[src/rtl/vdma_pkg.sv]
package vdma_pkg;
  typedef enum logic [2:0] {
    SEL_SRC_HI = 3'd0,
    SEL_SRC_LO = 3'd1,
    SEL_DST_HI = 3'd2,
    SEL_DST_LO = 3'd3,
    SEL_CTRL   = 3'd4
  } reg_sel_e;

  typedef struct packed {
    logic [2:0] sel;
    logic [7:0] data;
  } reg_wr_t;
endpackage

[src/rtl/vdma_wrhold.sv]
module vdma_wrhold
  import vdma_pkg::*;
(
  input  logic       clk,
  input  logic       rst_n,
  input  logic       wr_en,
  input  logic [2:0] wr_sel,
  input  logic [7:0] wr_data,
  input  logic       busy,
  output logic       app_en,
  output reg_wr_t    app_wr,
  output logic       pend_v
);
  logic    pend_v_q, pend_v_n;
  reg_wr_t pend_q, pend_n;
  reg_wr_t live_wr;

  assign live_wr = '{sel: wr_sel, data: wr_data};

  always_comb begin
    pend_v_n = pend_v_q;
    pend_n   = pend_q;
    app_en   = 1'b0;
    app_wr   = live_wr;
    if (busy) begin
      if (wr_en && !pend_v_q) begin
        pend_v_n = 1'b1;
        pend_n   = live_wr;
      end
    end else if (pend_v_q) begin
      app_en   = 1'b1;
      app_wr   = pend_q;
      pend_v_n = 1'b0;
    end else begin
      app_en = wr_en;
    end
  end

  always_ff @(posedge clk or negedge rst_n) begin
    if (!rst_n) begin
      pend_v_q <= 1'b0;
      pend_q   <= '0;
    end else begin
      pend_v_q <= pend_v_n;
      if (pend_v_n && !pend_v_q) pend_q <= pend_n;
    end
  end

  assign pend_v = pend_v_q;

  // a held write is never overwritten by a second one
  assert_single_hold_R11: assert property (@(posedge clk) disable iff (!rst_n)
    pend_v_q |-> !wr_en);
endmodule

[src/rtl/vdma_mover.sv]
module vdma_mover #(
  parameter int CHUNK_LG = 4,
  parameter int SRC_W    = 16,
  parameter int VA_W     = 13
) (
  input  logic                       clk,
  input  logic                       rst_n,
  input  logic                       start,
  input  logic                       cont,
  input  logic                       dbl,
  input  logic [SRC_W-CHUNK_LG-1:0]  src_base,
  input  logic [VA_W-CHUNK_LG-1:0]   dst_base,
  input  logic [15:0]                src_data,
  output logic                       busy,
  output logic                       chunk_end,
  output logic                       src_rd,
  output logic [SRC_W-1:0]           src_addr,
  output logic                       vram_we,
  output logic [VA_W-1:0]            vram_addr,
  output logic [15:0]                vram_data,
  output logic [1:0]                 vram_be
);
  localparam logic [CHUNK_LG-1:0] LAST_NORM = CHUNK_LG'((1 << CHUNK_LG) - 2);
  localparam logic [CHUNK_LG-1:0] LAST_DBL  = CHUNK_LG'((1 << CHUNK_LG) - 1);

  logic                busy_q, busy_n;
  logic [CHUNK_LG-1:0] idx_q, idx_n, step;

  assign step      = dbl ? CHUNK_LG'(1) : CHUNK_LG'(2);
  assign chunk_end = busy_q && (idx_q == (dbl ? LAST_DBL : LAST_NORM));

  always_comb begin
    busy_n = busy_q;
    idx_n  = idx_q;
    if (start) begin
      busy_n = 1'b1;
      idx_n  = '0;
    end else if (chunk_end) begin
      busy_n = cont;
      idx_n  = '0;
    end else if (busy_q) begin
      idx_n = idx_q + step;
    end
  end

  always_ff @(posedge clk or negedge rst_n) begin
    if (!rst_n) begin
      busy_q <= 1'b0;
      idx_q  <= '0;
    end else begin
      busy_q <= busy_n;
      if (busy_q || start) idx_q <= idx_n;
    end
  end

  assign busy      = busy_q;
  assign src_rd    = busy_q;
  assign src_addr  = {src_base, idx_q};
  assign vram_we   = busy_q;
  assign vram_addr = {dst_base, idx_q};
  assign vram_data = dbl ? {8'h00, src_data[7:0]} : src_data;
  assign vram_be   = dbl ? 2'b01 : 2'b11;

  // addresses hold still inside a chunk
  assert_addr_stable_R11: assert property (@(posedge clk) disable iff (!rst_n)
    (busy_q && !chunk_end) |=> ($stable(src_base) && $stable(dst_base)));
  // a chunk that is not continued releases the stall
  assert_chunk_release_R5: assert property (@(posedge clk) disable iff (!rst_n)
    (chunk_end && !cont && !start) |=> !busy_q);
  // a busy period only ends at a chunk boundary
  assert_end_at_boundary_R3: assert property (@(posedge clk) disable iff (!rst_n)
    $fell(busy_q) |-> $past(chunk_end));
endmodule

[src/rtl/vdma_ctrl.sv]
module vdma_ctrl
  import vdma_pkg::*;
#(
  parameter int CHUNK_LG = 4,
  parameter int SRC_W    = 16,
  parameter int VA_W     = 13,
  parameter int LEN_W    = 7
) (
  input  logic                      clk,
  input  logic                      rst_n,
  input  logic                      app_en,
  input  reg_wr_t                   app_wr,
  input  logic                      hblank_start,
  input  logic                      in_hblank,
  input  logic                      vblank,
  input  logic                      busy,
  input  logic                      chunk_end,
  output logic                      start,
  output logic                      cont,
  output logic [SRC_W-CHUNK_LG-1:0] src_base,
  output logic [VA_W-CHUNK_LG-1:0]  dst_base,
  output logic [7:0]                status
);
  localparam int HW = SRC_W - CHUNK_LG;
  localparam int LO = 8 - CHUNK_LG;

  logic [HW-1:0]    src_q, src_n, dst_q, dst_n;
  logic [LEN_W-1:0] len_q, len_n;
  logic             hact_q, hact_n, gp_q, gp_n;
  logic             done, gp_start, paced_new;

  assign done = (len_q == '0) || (&dst_q);
  assign cont = gp_q && !done;

  always_comb begin
    src_n     = src_q;
    dst_n     = dst_q;
    len_n     = len_q;
    hact_n    = hact_q;
    gp_n      = gp_q;
    gp_start  = 1'b0;
    paced_new = 1'b0;
    if (chunk_end) begin
      src_n = src_q + HW'(1);
      dst_n = dst_q + HW'(1);
      len_n = len_q - LEN_W'(1);
      if (done) begin
        hact_n = 1'b0;
        gp_n   = 1'b0;
      end
    end else if (app_en) begin
      unique case (app_wr.sel)
        SEL_SRC_HI: src_n[HW-1:LO] = app_wr.data;
        SEL_SRC_LO: src_n[LO-1:0]  = app_wr.data[7:CHUNK_LG];
        SEL_DST_HI: dst_n[HW-1:LO] = app_wr.data;
        SEL_DST_LO: dst_n[LO-1:0]  = app_wr.data[7:CHUNK_LG];
        SEL_CTRL: begin
          if (app_wr.data[7]) begin
            paced_new = !hact_q;
            hact_n    = 1'b1;
            len_n     = app_wr.data[LEN_W-1:0];
          end else if (hact_q) begin
            hact_n = 1'b0;
          end else begin
            gp_start = 1'b1;
            gp_n     = 1'b1;
            len_n    = app_wr.data[LEN_W-1:0];
          end
        end
        default: ;
      endcase
    end
  end

  assign start = !busy && (gp_start ||
                 (hact_n && !vblank && (hblank_start || (paced_new && in_hblank))));

  always_ff @(posedge clk or negedge rst_n) begin
    if (!rst_n) begin
      src_q  <= '0;
      dst_q  <= '0;
      len_q  <= '1;
      hact_q <= 1'b0;
      gp_q   <= 1'b0;
    end else begin
      src_q  <= src_n;
      dst_q  <= dst_n;
      len_q  <= len_n;
      hact_q <= hact_n;
      gp_q   <= gp_n;
    end
  end

  assign src_base = src_q;
  assign dst_base = dst_q[VA_W-CHUNK_LG-1:0];
  assign status   = {!hact_q, len_q};

  // remaining length steps down by one per chunk
  assert_len_step_R4: assert property (@(posedge clk) disable iff (!rst_n)
    (chunk_end && len_q != '0) |=> (len_q == $past(len_q) - LEN_W'(1)));
  // the final paced chunk leaves the engine idle
  assert_idle_after_last_R4: assert property (@(posedge clk) disable iff (!rst_n)
    (chunk_end && hact_q && len_q == '0) |=> status[7]);
  // no paced chunk starts from a vertical-blank cycle
  assert_no_vblank_chunk_R7: assert property (@(posedge clk) disable iff (!rst_n)
    ($rose(busy) && !gp_q) |-> !$past(vblank));
  // cancel stops the paced transfer without a burst
  assert_cancel_R8: assert property (@(posedge clk) disable iff (!rst_n)
    (app_en && !chunk_end && app_wr.sel == SEL_CTRL && !app_wr.data[7] && hact_q)
    |=> (!busy && status[7]));
endmodule

[src/rtl/vdma_engine.sv]
module vdma_engine
  import vdma_pkg::*;
#(
  parameter int CHUNK_LG = 4,
  parameter int SRC_W    = 16,
  parameter int VA_W     = 13,
  parameter int LEN_W    = 7
) (
  input  logic             clk,
  input  logic             rst_n,
  input  logic [2:0]       reg_sel,
  input  logic             reg_wr,
  input  logic [7:0]       reg_wdata,
  output logic [7:0]       reg_rdata,
  input  logic             hblank_start,
  input  logic             in_hblank,
  input  logic             vblank,
  input  logic             dbl_speed,
  input  logic             bank_sel,
  output logic             src_rd,
  output logic [SRC_W-1:0] src_addr,
  input  logic [15:0]      src_data,
  output logic             vram_we,
  output logic             vram_bank,
  output logic [VA_W-1:0]  vram_addr,
  output logic [15:0]      vram_data,
  output logic [1:0]       vram_be,
  output logic             cpu_stall
);
  logic                      busy, chunk_end, start, cont, app_en, pend_v;
  reg_wr_t                   app_wr;
  logic [SRC_W-CHUNK_LG-1:0] src_base;
  logic [VA_W-CHUNK_LG-1:0]  dst_base;
  logic [7:0]                status;

  vdma_wrhold u_hold (
    .clk(clk), .rst_n(rst_n), .wr_en(reg_wr), .wr_sel(reg_sel),
    .wr_data(reg_wdata), .busy(busy), .app_en(app_en), .app_wr(app_wr),
    .pend_v(pend_v)
  );

  vdma_ctrl #(.CHUNK_LG(CHUNK_LG), .SRC_W(SRC_W), .VA_W(VA_W), .LEN_W(LEN_W)) u_ctrl (
    .clk(clk), .rst_n(rst_n), .app_en(app_en), .app_wr(app_wr),
    .hblank_start(hblank_start), .in_hblank(in_hblank), .vblank(vblank),
    .busy(busy), .chunk_end(chunk_end), .start(start), .cont(cont),
    .src_base(src_base), .dst_base(dst_base), .status(status)
  );

  vdma_mover #(.CHUNK_LG(CHUNK_LG), .SRC_W(SRC_W), .VA_W(VA_W)) u_mover (
    .clk(clk), .rst_n(rst_n), .start(start), .cont(cont), .dbl(dbl_speed),
    .src_base(src_base), .dst_base(dst_base), .src_data(src_data),
    .busy(busy), .chunk_end(chunk_end), .src_rd(src_rd), .src_addr(src_addr),
    .vram_we(vram_we), .vram_addr(vram_addr), .vram_data(vram_data),
    .vram_be(vram_be)
  );

  assign vram_bank = bank_sel;
  assign cpu_stall = busy || pend_v;
  assign reg_rdata = (reg_sel == SEL_CTRL) ? status : 8'hFF;

  // every copy cycle holds the processor
  assert_stall_on_copy_R3: assert property (@(posedge clk) disable iff (!rst_n)
    vram_we |-> cpu_stall);
endmodule

[config.mk]
export PLATFORM = sky130hd
export DESIGN_NAME = vdma_engine
export DESIGN_NICKNAME = d
export VERILOG_FILES = /design/src/rtl/vdma_pkg.sv /design/src/rtl/vdma_wrhold.sv /design/src/rtl/vdma_mover.sv /design/src/rtl/vdma_ctrl.sv /design/src/rtl/vdma_engine.sv
export SDC_FILE = /design/constraint.sdc
export NUM_CORES = 1
export LEC_CHECK = 0
export BUFFER_PORTS_ARGS = -buffer_cell sky130_fd_sc_hd__buf_2
export CORE_UTILIZATION = 54
export DETAILED_ROUTE_END_ITERATION = 16
export GPL_TIMING_DRIVEN = 0
export PLACE_DENSITY_LB_ADDON = 0.3
export SYNTH_ARGS = -nofsm -noshare
export SYNTH_HDL_FRONTEND = slang
export SYNTH_HIERARCHICAL = 1
export SYNTH_SLANG_ARGS = --single-unit
export TNS_END_PERCENT = 1
[constraint.sdc]
create_clock -name clk -period 3.1 [get_ports clk]
set_input_delay 0.62 -clock clk [delete_from_list [all_inputs] [get_ports clk]]
set_output_delay 0.62 -clock clk [all_outputs]
set_load 0.02 [all_outputs]
Word-level counts from Yosys, hierarchy flattened

Index checks and enable logic that the tools add are counted.

Word-level logic and storage cells: 112
Input port bits: 35
Output and inout bits: 59
Flip-flop bits (word level): 50

Equality and inequality tests: 10
Mux-type cells: 49
Reductions and logical operators: 37
$add $sub $neg: 4

Operators by type and width:

| cell                                                               | number |
|---|---|
| 12-bit two-way mux                                                 | 4 |
| 7-bit two-way mux                                                  | 5 |
| 1-bit two-way mux                                                  | 27 |
| 12-bit by 1-bit adder with 12-bit output, second input constant    | 2 |
| 8-bit two-way mux                                                  | 3 |
| 11-bit two-way mux                                                 | 2 |
| 4-bit two-way mux                                                  | 5 |
| 16-bit two-way mux                                                 | 1 |
| 2-bit nonzero test                                                 | 7 |
| 12-bit AND reduction                                               | 1 |
| 2-bit AND reduction                                                | 5 |
| 1-bit logical AND                                                  | 8 |
| 7-bit logical NOT                                                  | 1 |
| 7-bit by 1-bit subtractor with 7-bit output, second input constant | 1 |
| 3-bit by 2-bit == test with 1-bit output, second input constant    | 2 |
| 3-bit == test, second input constant                               | 2 |
| 3-bit AND reduction                                                | 2 |
| 1-bit logical NOT                                                  | 5 |
| 1-bit logical OR                                                   | 5 |
| 5-bit AND reduction                                                | 1 |
| 4-bit adder                                                        | 1 |
| 4-bit == test                                                      | 1 |
| 2-bit two-way mux                                                  | 2 |
| 2-bit inequality test, second input constant                       | 2 |
| 5 further kinds                                                    | 5 |

Logic depth before layout (Yosys ltp)

Gate-level depths: netlist of the first run.

Depth after elaboration: 13
Mapped depth: 9
Mapped depth without buffers: 8

Modules after synthesis

Netlist of the first run, hierarchy kept.

By module, submodules not included:

| module      | sequential area each (um2) | area an instance (um2) | cells an instance | instances |
|---|---|---|---|---|
| vdma_ctrl   | 834.6                      | 2230.9                 | 231               | 1 |
| vdma_wrhold | 300.3                      | 631.9                  | 41                | 1 |
| vdma_mover  | 125.1                      | 621.8                  | 76                | 1 |
| vdma_engine | 0.0                        | 93.8                   | 10                | 1 |

Least setup slack after synthesis of the first run

Ideal clock, no wire load.

Kind: flip-flop to flip-flop
Start point: reg u_mover.busy_q (netlist: u_mover/busy)
End point: reg u_mover.idx_q[1]
Data arrival time: 2.414 ns
Library setup time: 0.121 ns
Clock period less this slack: 2.535 ns
Path slack: 0.565 ns
Stages on the path, launching flop included: 10
Buffers on the path: 1
Data required time: 2.979 ns
Path through: dfrtp_1 nor2b_1 buf_4 mux2_1 nand4bb_1 mux2i_1 o32ai_1 a32o_1 nor2_1 a22o_1

RTL lines:

| item                     | line             | source |
|---|---|---|
| start: declaration       | vdma_mover.sv:26 | `logic busy_q, busy_n;` |
| start signal: assignment | vdma_mover.sv:51 | `busy_q <= busy_n;` |
| end signal: assignment   | vdma_mover.sv:52 | `if (busy_q \|\| start) idx_q <= idx_n;` |
| end: declaration         | vdma_mover.sv:27 | `logic [CHUNK_LG-1:0] idx_q, idx_n, step;` |

==> flow_summary.yaml, run 1 <==
synth:
  synth-seq-area-share: 0.352
  yosys.area.top_type: "dfrtp_1"
  syn_inst: 358
  syn-num-nets: 400
  synth_seq_cells: 50
  yosys.cell_types.count: 60
  yosysTopAreaCellShare: 0.301
  synthTopCellsByArea: "dfrtp_1, buf_4, mux2i_1, dfstp_2, mux2_1"
  syn_area_per_cell_sq_um: 10.0
  syn-cell-area_sq_mm: 0.00358
  async_reset_ff_frac: 1.00
  ys_warn_count: 6
  synthFlopType: "dfrtp_1"
  synth_edf_count: 0
drt:
  first_pass_iters: 4
  drt_iter0_drc: 160
  drt-total-wl_um: 8160
  via_per_inst: 5.61
  routedWlPerCell_um: 15.5
  drc: 0
  ant_nets: 0
  via_count: 2950
final_layout:
  nFillCells: 530
  diodes: 0
  nets: 490
  layout_common_cells: "buf_2, buf_4, dfrtp_1"
  multi_input_area_sq_mm: 0.00187
  drive_gt1_frac: 0.390
  area_growth_pct: 18.2
  seqCellArea_sq_mm: 0.00126
  layout_commonest_cell: "buf_2"
  final_area_sq_mm: 0.00423
timing:
  fin_ws_ns: 0.267
  finalHoldViolations: 0
  hold_slack_ns: 0.496
  rsz0062_at_grt: "no"
  period_needed_ns: 2.83
  worst_pin_slew_ns: 1.12
  slew_viol_final: 0
  fin_crit_sh: 0.914
  tns_ns: 0
  relSlewSlack: 0.250
  setup_viol: 0
  fmax_mhz: 353
  clock_skew_ns: 0.00937
floorplanning:
  core_area_sq_mm: 0.00639
  die_w_um: 83.4
  start_util: 0.560
  dieArea_sq_mm: 0.00696
  num_io_pins: 94
  die_h_um: 83.4
  placementRows: 29
critical_path:
  arrival_ns: 3.04
  crit_path_start_kind: "flop"
  crit_type: "flop to flop"
  startpoint: "u_mover/busy$_DFFE_PN0P_"
  timing.rr.start: "u_mover/busy$_DFFE_PN0P_"
  slowest_stage: "dfrtp_2"
  slowest_delay_ns: 0.52
  critical_path.max_fanout: 14
  ff2ff_setup_slack_ns: 0.27
  worstRegToRegCells: 9
  cp-end-kind: "flop"
  required_ns: 3.31
  path_cells: "nor2b_1 -> buf_4 -> mux2_1 -> nand4bb_1 -> mux2i_1 -> o32ai_1 -> a32o_2 -> nor2_1 -> a22o_1"
run:
  cap_violations: 0
power:
  total_power_w: 0.00405
  power.leakage_nw: 2.04
  ir_drop_uv: 692
  powerDensity_mw_per_mm2: 959
cts:
  cts_tree: "done"
  cts_setup_buffers: 0
  clock_latency_ns: 0.31
  clock-sinks: 50
  path_clk_slew_ns: 0.10
  h-tree-depth: 2
  holdBufCountCts: 0
  cts_buffers: 5
  cts-root-buf: "clkbuf_8"
  cts_buffer_depth: 2
placement:
  place_ws_ns: 0.160
  placed_cell_area_sq_mm: 0.00409
  io_buffers: 83
  hpwl_um: 5830
  place_congestion: 0.919
global_route:
  grt_pass1_vias: 2748
  grt_overflow: 0
  track_usage: 0.246
  grt_max_degree: 51
  grt_pass1_wl_um: 13600
  antenna_found_initial: 0
status:
  status: "finished, final reports clean"
min_path:
  min_path_type: "primary input to async pin"
## metal layers
layer / wire length (um) / global-route usage / up-vias
li1: - / - / 1413
met1: 3610 / 0.340 / 1402
met2: 3880 / 0.387 / 125
met3: 536 / 0.0417 / 10
met4: 128 / 0.0893 / 0
met5: 0 / 0 / -
## flip-flops by register name (all words and copies together) (netlist names), 4 cells and up
name	count
u_hold/pend_q	11
u_mover/idx_q	4
u_ctrl/dst_q	12
u_ctrl/src_base	12
u_ctrl/len_q	7
## cell families (layout without fill, tap and decap cells)
| kind of cell | Yosys count | count (layout) | synth area share |
|---|---|---|---|
| xor+xnor | 16 | 16 | 0.0392 |
| fa+ha+maj | 7 | 7 | 0.0266 |
| compound gates | 53 | 53 | 0.0990 |
| other cells | 1 | 1 | 0.00105 |
| simple gates | 113 | 113 | 0.194 |
| mux | 51 | 51 | 0.163 |
| buf+inv | 67 | 158 | 0.125 |
| flops | 50 | 50 | 0.352 |
## final timing paths
path	to
setup reg to reg	u_mover/idx_q[1]$_DFFE_PN0P_
hold reg to reg	u_hold/pend_q[8]$_DFFE_PN0P_
hold / removal	u_hold/pend_q[0]$_DFFE_PN0P_
setup / recovery	u_mover/idx_q[1]$_DFFE_PN0P_
max in group asynchronous	u_mover/busy$_DFFE_PN0P_
min in group clk	u_hold/pend_q[8]$_DFFE_PN0P_
## area by class of cell
| class | count | share of cell area |
|---|---|---|
| multi-input combinational | 241 | 0.443 |
| sequential | 50 | 0.298 |
| timing repair buffer | 83 | 0.0982 |
| buffer | 57 | 0.0967 |
| tap | 77 | 0.0228 |
| clock buffer | 5 | 0.0163 |
| clock inverter | 3 | 0.0163 |
| inverter | 10 | 0.00887 |
## synth_stat cells, types with 2 or more instances
master     n
nor4_1     2
nor2b_1   15
nor3_1     6
xor2_1     8
mux2i_1   23
a311oi_1   2
a21oi_1   16
o32ai_1    3
ha_1       6
and2_1     3
and3_1     5
clkbuf_1   3
or4b_1     8
nand4_1    5
xnor2_1    8
and4_1     2
buf_4     49
inv_1      9
nor4_2     2
nand4b_1   2
o221a_1    2
nor2_1    20
dfstp_2    7
mux2_1    16
nand3b_1   2
a211oi_1   8
mux2_2     2
o21ai_1    5
or3_1      3
buf_2      3
nand2_1   21
o21bai_1   2
nor3b_1    2
mux2_4    10
o21a_1     2
o21ai_0    5
dfrtp_1   43
nand3_1    6
## critical path: cells and delay by family (launching register included)
| kind | cells | cell delay, ns |
|---|---|---|
| mux | 2 | 0.63 |
| simple gates | 3 | 0.60 |
| flops | 1 | 0.52 |
| buf+inv | 1 | 0.22 |
| compound gates | 3 | 0.75 |
## what timing repair did
action	4_1_cts	5_1_grt
setup endpoints to repair	0	2
gates resized for setup	0	2
endpoints found under the hold margin	0	0
## per-stage QoR
stage | cells | util
2_1_floorplan | 358 | -
3_3_place_gp | 518 | 0.640
3_5_place_dp | 518 | 0.640
4_1_cts | 526 | 0.662
5_1_grt | 526 | 0.662
6_report | 526 | 0.662
## report_power, final
group	leakage [nW]	total, W	internal [W]	switching [W]
Clock	0.0683	0.000556	0.000323	0.000232
Sequential	0.572	0.00141	0.00100	0.000407
Combinational	1.40	0.00209	0.00104	0.00105
No activity file was read; power rests on OpenSTA's default activity.
==> inputs of run 2 (changes only) <==
CAP_MARGIN = 25   (was unset)
CORE_ASPECT_RATIO = 0.6   (was unset)
==> run 2 against run 1 <==
Against the previous run:
- final area hardly changed
- non-clock buffer count up 1
- register-to-register slack got worse by 0.08 ns
- largest cell class unchanged
- highest routed layer unchanged
==> flow_summary.yaml, run 2 (synthesized netlist as in run 1, its figures left out) <==
final_layout:
  final_area_sq_mm: 0.00423
  nets: 491
  nFillCells: 498
  layout_common_cells: "buf_2, buf_4, dfrtp_1"
  diodes: 0
  area_growth_pct: 18.3
  layout_commonest_cell: "buf_2"
  drive_gt1_frac: 0.389
drt:
  via_count: 2973
  drt-total-wl_um: 8410
  routedWlPerCell_um: 15.8
  via_per_inst: 5.57
  first_pass_iters: 5
  drc: 0
  ant_nets: 0
  drt_iter0_drc: 176
status:
  status: "finished, final reports clean"
critical_path:
  arrival_ns: 3.11
  required_ns: 3.30
  crit_path_start_kind: "flop"
  crit_type: "flop to flop"
  cp-end-kind: "flop"
  critical_path.max_fanout: 14
timing:
  fin_ws_ns: 0.190
  relSlewSlack: 0.624
  tns_ns: 0
  fin_crit_sh: 0.939
  slew_viol_final: 0
  rsz0062_at_grt: "no"
  worst_pin_slew_ns: 0.564
  hold_slack_ns: 0.281
  clock_skew_ns: 0.00676
  period_needed_ns: 2.91
  finalHoldViolations: 0
  setup_viol: 0
  fmax_mhz: 344
placement:
  io_buffers: 83
  place_congestion: 0.880
  placed_cell_area_sq_mm: 0.00412
  hpwl_um: 6210
  place_ws_ns: 0.155
power:
  powerDensity_mw_per_mm2: 944
  ir_drop_uv: 477
  total_power_w: 0.00400
  power.leakage_nw: 2.03
run:
  cap_violations: 0
global_route:
  grt_overflow: 0
  grt_pass1_vias: 2754
  grt_max_degree: 29
  grt_pass1_wl_um: 14000
  track_usage: 0.263
  antenna_found_initial: 0
floorplanning:
  dieArea_sq_mm: 0.00697
  placementRows: 22
  num_io_pins: 94
  die_w_um: 107
  die_h_um: 65.1
  start_util: 0.573
  core_area_sq_mm: 0.00625
cts:
  cts_buffer_depth: 2
  clock_latency_ns: 0.31
  clock-sinks: 50
  path_clk_slew_ns: 0.10
  post_cts_resized: 0
  cts_tree: "done"
  cts_buffers: 5
  cts_setup_buffers: 0
  holdBufCountCts: 0
  cts-root-buf: "clkbuf_8"
  h-tree-depth: 2
min_path:
  min_path_type: "primary input to async pin"
## run 2: power breakdown
part	internal [W]	total, W	leakage (nW)	switching (W)
Combinational	0.00104	0.00212	1.41	0.00108
Clock	0.000240	0.000468	0.0504	0.000228
Sequential	0.00100	0.00141	0.572	0.000406
## run 2: per-stage QoR
step           std cells  utilization
2_1_floorplan        358            -
3_3_place_gp         525        0.656
3_5_place_dp         526        0.659
4_1_cts              534        0.677
5_1_grt              534        0.678
6_report             534        0.678
## run 2: path summary, 6_finish.rpt
path                       depth (start not counted)                            to  slack (ns)                         start
max                                                9  u_mover/idx_q[1]$_DFFE_PN0P_        0.19      u_mover/busy$_DFFE_PN0P_
max in group asynchronous                          2   u_ctrl/len_q[4]$_DFFE_PN1P_        2.21                         rst_n
min reg2reg                                        1  u_hold/pend_q[6]$_DFFE_PN0P_        0.51  u_hold/pend_q[6]$_DFFE_PN0P_
max reg2reg                                        9  u_mover/idx_q[1]$_DFFE_PN0P_        0.19      u_mover/busy$_DFFE_PN0P_
min in group clk                                   1  u_hold/pend_q[6]$_DFFE_PN0P_        0.51  u_hold/pend_q[6]$_DFFE_PN0P_
min                                                1   u_ctrl/dst_q[7]$_DFFE_PN0P_        0.28                         rst_n
## run 2: critical path: stages (launching register included)
cell and delay [ns]:
dfrtp_1 0.56, nor2b_1 0.23, buf_4 0.22, mux2_1 0.44, nand4bb_1 0.32, mux2i_1 0.18, o32ai_1 0.20, a32o_2 0.32
nor2_1 0.07, a22o_1 0.25
## run 2: layer usage
metal | vias to the layer above | global-route usage | part of all wire
met5 | - | 0 | 0
met4 | 0 | 0.0582 | 0.015
met3 | 16 | 0.0453 | 0.065
met2 | 115 | 0.392 | 0.44
met1 | 1410 | 0.395 | 0.48
li1 | 1432 | - | -
## run 2: area by class of cell
| class | instances | area (sq um) | area share |
|---|---|---|---|
| tap | 84 | 105 | 0.0248 |
| buffer | 57 | 409 | 0.0966 |
| multi-input combinational | 241 | 1870 | 0.442 |
| timing repair buffer | 84 | 435 | 0.103 |
| sequential | 50 | 1260 | 0.298 |
| inverter | 10 | 37.5 | 0.00887 |
| clock inverter | 3 | 45.0 | 0.0106 |
| clock buffer | 5 | 68.8 | 0.0163 |
==> inputs of run 3 (changes only) <==
CORE_UTILIZATION = 59   (was 54)
CTS_BUF_LIST = sky130_fd_sc_hd__clkbuf_2 sky130_fd_sc_hd__clkbuf_4 sky130_fd_sc_hd__clkbuf_8   (was unset)
clock period = 3.57 ns   (was 3.1 ns; I/O delays follow)
==> run 3 against run 2 <==
Against the previous run:
- register-to-register slack gained 0.33 ns
- critical path depth is the same
- sequential share of layout area shrank 0.16 points
- largest power group unchanged
- final area grew 0.53%
==> flow_summary.yaml, run 3 (synthesized netlist as in run 1, its figures left out) <==
power:
  power_frac_comb: 0.520
  seqPwrFrac: 0.343
  p_int_w: 0.00207
  p_sw_frac: 0.423
  powerDensity_mw_per_mm2: 845
  ir_drop_uv: 403
  p_switching_w: 0.00152
  p_clk_frac: 0.137
  power.leakage_nw: 2.05
  total_power_w: 0.00360
final_layout:
  nFillCells: 425
  seqCellArea_sq_mm: 0.00126
  area_growth_pct: 19.0
  nets: 491
  layout_common_cells: "buf_2, buf_4, dfrtp_1"
  diodes: 0
  layout_commonest_cell: "buf_2"
  drive_gt1_frac: 0.387
  multi_input_area_sq_mm: 0.00187
timing:
  clock_skew_ns: 0.00381
  tns_ns: 0
  rsz0062_at_grt: "no"
  slew_viol_final: 0
  relSlewSlack: 0.617
  period_needed_ns: 3.05
  finalHoldViolations: 0
  worst_pin_slew_ns: 0.573
  fin_crit_sh: 0.853
  fmax_mhz: 328
  setup_viol: 0
cts:
  cts_buffer_depth: 2
  cts_buffers: 5
  cts_setup_buffers: 0
  holdBufCountCts: 0
  path_clk_slew_ns: 0.09
  clock-sinks: 50
  clock_latency_ns: 0.30
  post_cts_resized: 0
  h-tree-depth: 2
  cts-root-buf: "clkbuf_8"
  cts_tree: "done"
critical_path:
  required_ns: 3.77
  critPathTopFamily: "compound AO/OA/AOI/OAI gates"
  slowest_delay_ns: 0.56
  arrival_ns: 3.25
  crit_type: "flop to flop"
  path_cells: "nor2b_1 -> buf_4 -> mux2_1 -> nand4bb_1 -> mux2i_1 -> o32ai_1 -> a32o_1 -> nor2_1 -> a22o_1"
  crit_buf_inv: 1
  ff2ff_setup_slack_ns: 0.52
  cp-end-kind: "flop"
  critical_path.max_fanout: 14
  slowest_stage: "dfrtp_1"
  crit_path_start_kind: "flop"
floorplanning:
  placementRows: 21
  start_util: 0.628
  dieArea_sq_mm: 0.00639
  die_h_um: 62.3
  num_io_pins: 94
  core_area_sq_mm: 0.00570
  die_w_um: 103
drt:
  via_count: 3083
  ant_nets: 0
  via_per_inst: 5.82
  drc: 0
  drt_iter0_drc: 303
  drt-total-wl_um: 8840
  routedWlPerCell_um: 16.7
  first_pass_iters: 7
min_path:
  min_path_type: "primary input to async pin"
placement:
  io_buffers: 83
  hpwl_um: 6300
  place_congestion: 0.885
global_route:
  grt_pass1_wl_um: 14000
  track_usage: 0.285
  grt_overflow: 0
  grt_max_degree: 41
  antenna_found_initial: 0
  grt_pass1_vias: 2766
status:
  status: "finished, final reports clean"
run:
  cap_violations: 0
==> run 3: path summary, 6_finish.rpt <==
kind / start / endpoint / depth (start not counted)
setup / recovery: u_mover/busy$_DFFE_PN0P_ / u_mover/idx_q[1]$_DFFE_PN0P_ / 9
hold / removal: rst_n / u_ctrl/dst_q[8]$_DFFE_PN0P_ / 1
setup reg to reg: u_mover/busy$_DFFE_PN0P_ / u_mover/idx_q[1]$_DFFE_PN0P_ / 9
hold reg to reg: u_hold/pend_q[8]$_DFFE_PN0P_ / u_hold/pend_q[8]$_DFFE_PN0P_ / 1
max in group asynchronous: rst_n / u_ctrl/len_q[1]$_DFFE_PN1P_ / 2
min in group clk: u_hold/pend_q[8]$_DFFE_PN0P_ / u_hold/pend_q[8]$_DFFE_PN0P_ / 1
==> run 3: layer usage <==
| layer | routed length [um] | vias to the layer above | GRT usage |
|---|---|---|---|
| met5 | 0 | - | 0 |
| met4 | 178 | 0 | 0.0571 |
| met3 | 707 | 24 | 0.0687 |
| met2 | 3900 | 171 | 0.408 |
| met1 | 4050 | 1469 | 0.435 |
| li1 | - | 1419 | - |
==> run 3: per-stage QoR <==
step                      instance area, sq um  utilization  worst slack [ns]  instances  hold slack [ns]
after floorplan                           3580            -              1.04        358            0.418
after global placement                    4090        0.718             0.654        521            0.472
after detailed placement                  4110        0.722             0.598        522            0.481
after CTS                                 4260        0.747             0.611        530            0.263
after global routing                      4260        0.747             0.429        530            0.262
final                                     4260        0.747             0.525        530            0.260
==> run 3: cell type report <==
type | instances | share of cell area
Clock inverter | 2 | 0.0141
Multi-Input combinational cell | 241 | 0.440
Buffer | 57 | 0.0961
Sequential cell | 50 | 0.296
Timing Repair Buffer | 84 | 0.102
Inverter | 10 | 0.00882
Tap cell | 80 | 0.0235
Clock buffer | 6 | 0.0194
==> run 3: power groups by stage <==
| stage | clock [W] | combinational, W | sequential, W |
|---|---|---|---|
| 5_1_grt | 0.000527 | 0.00202 | 0.00127 |
| 4_1_cts | 0.000497 | 0.00185 | 0.00122 |
| 3_3_place_gp | 0 | 0.00177 | 0.00120 |
| 2_1_floorplan | 0 | 0.00140 | 0.00115 |
| 3_5_place_dp | 0 | 0.00183 | 0.00123 |
| 6_report | 0.000492 | 0.00187 | 0.00124 |
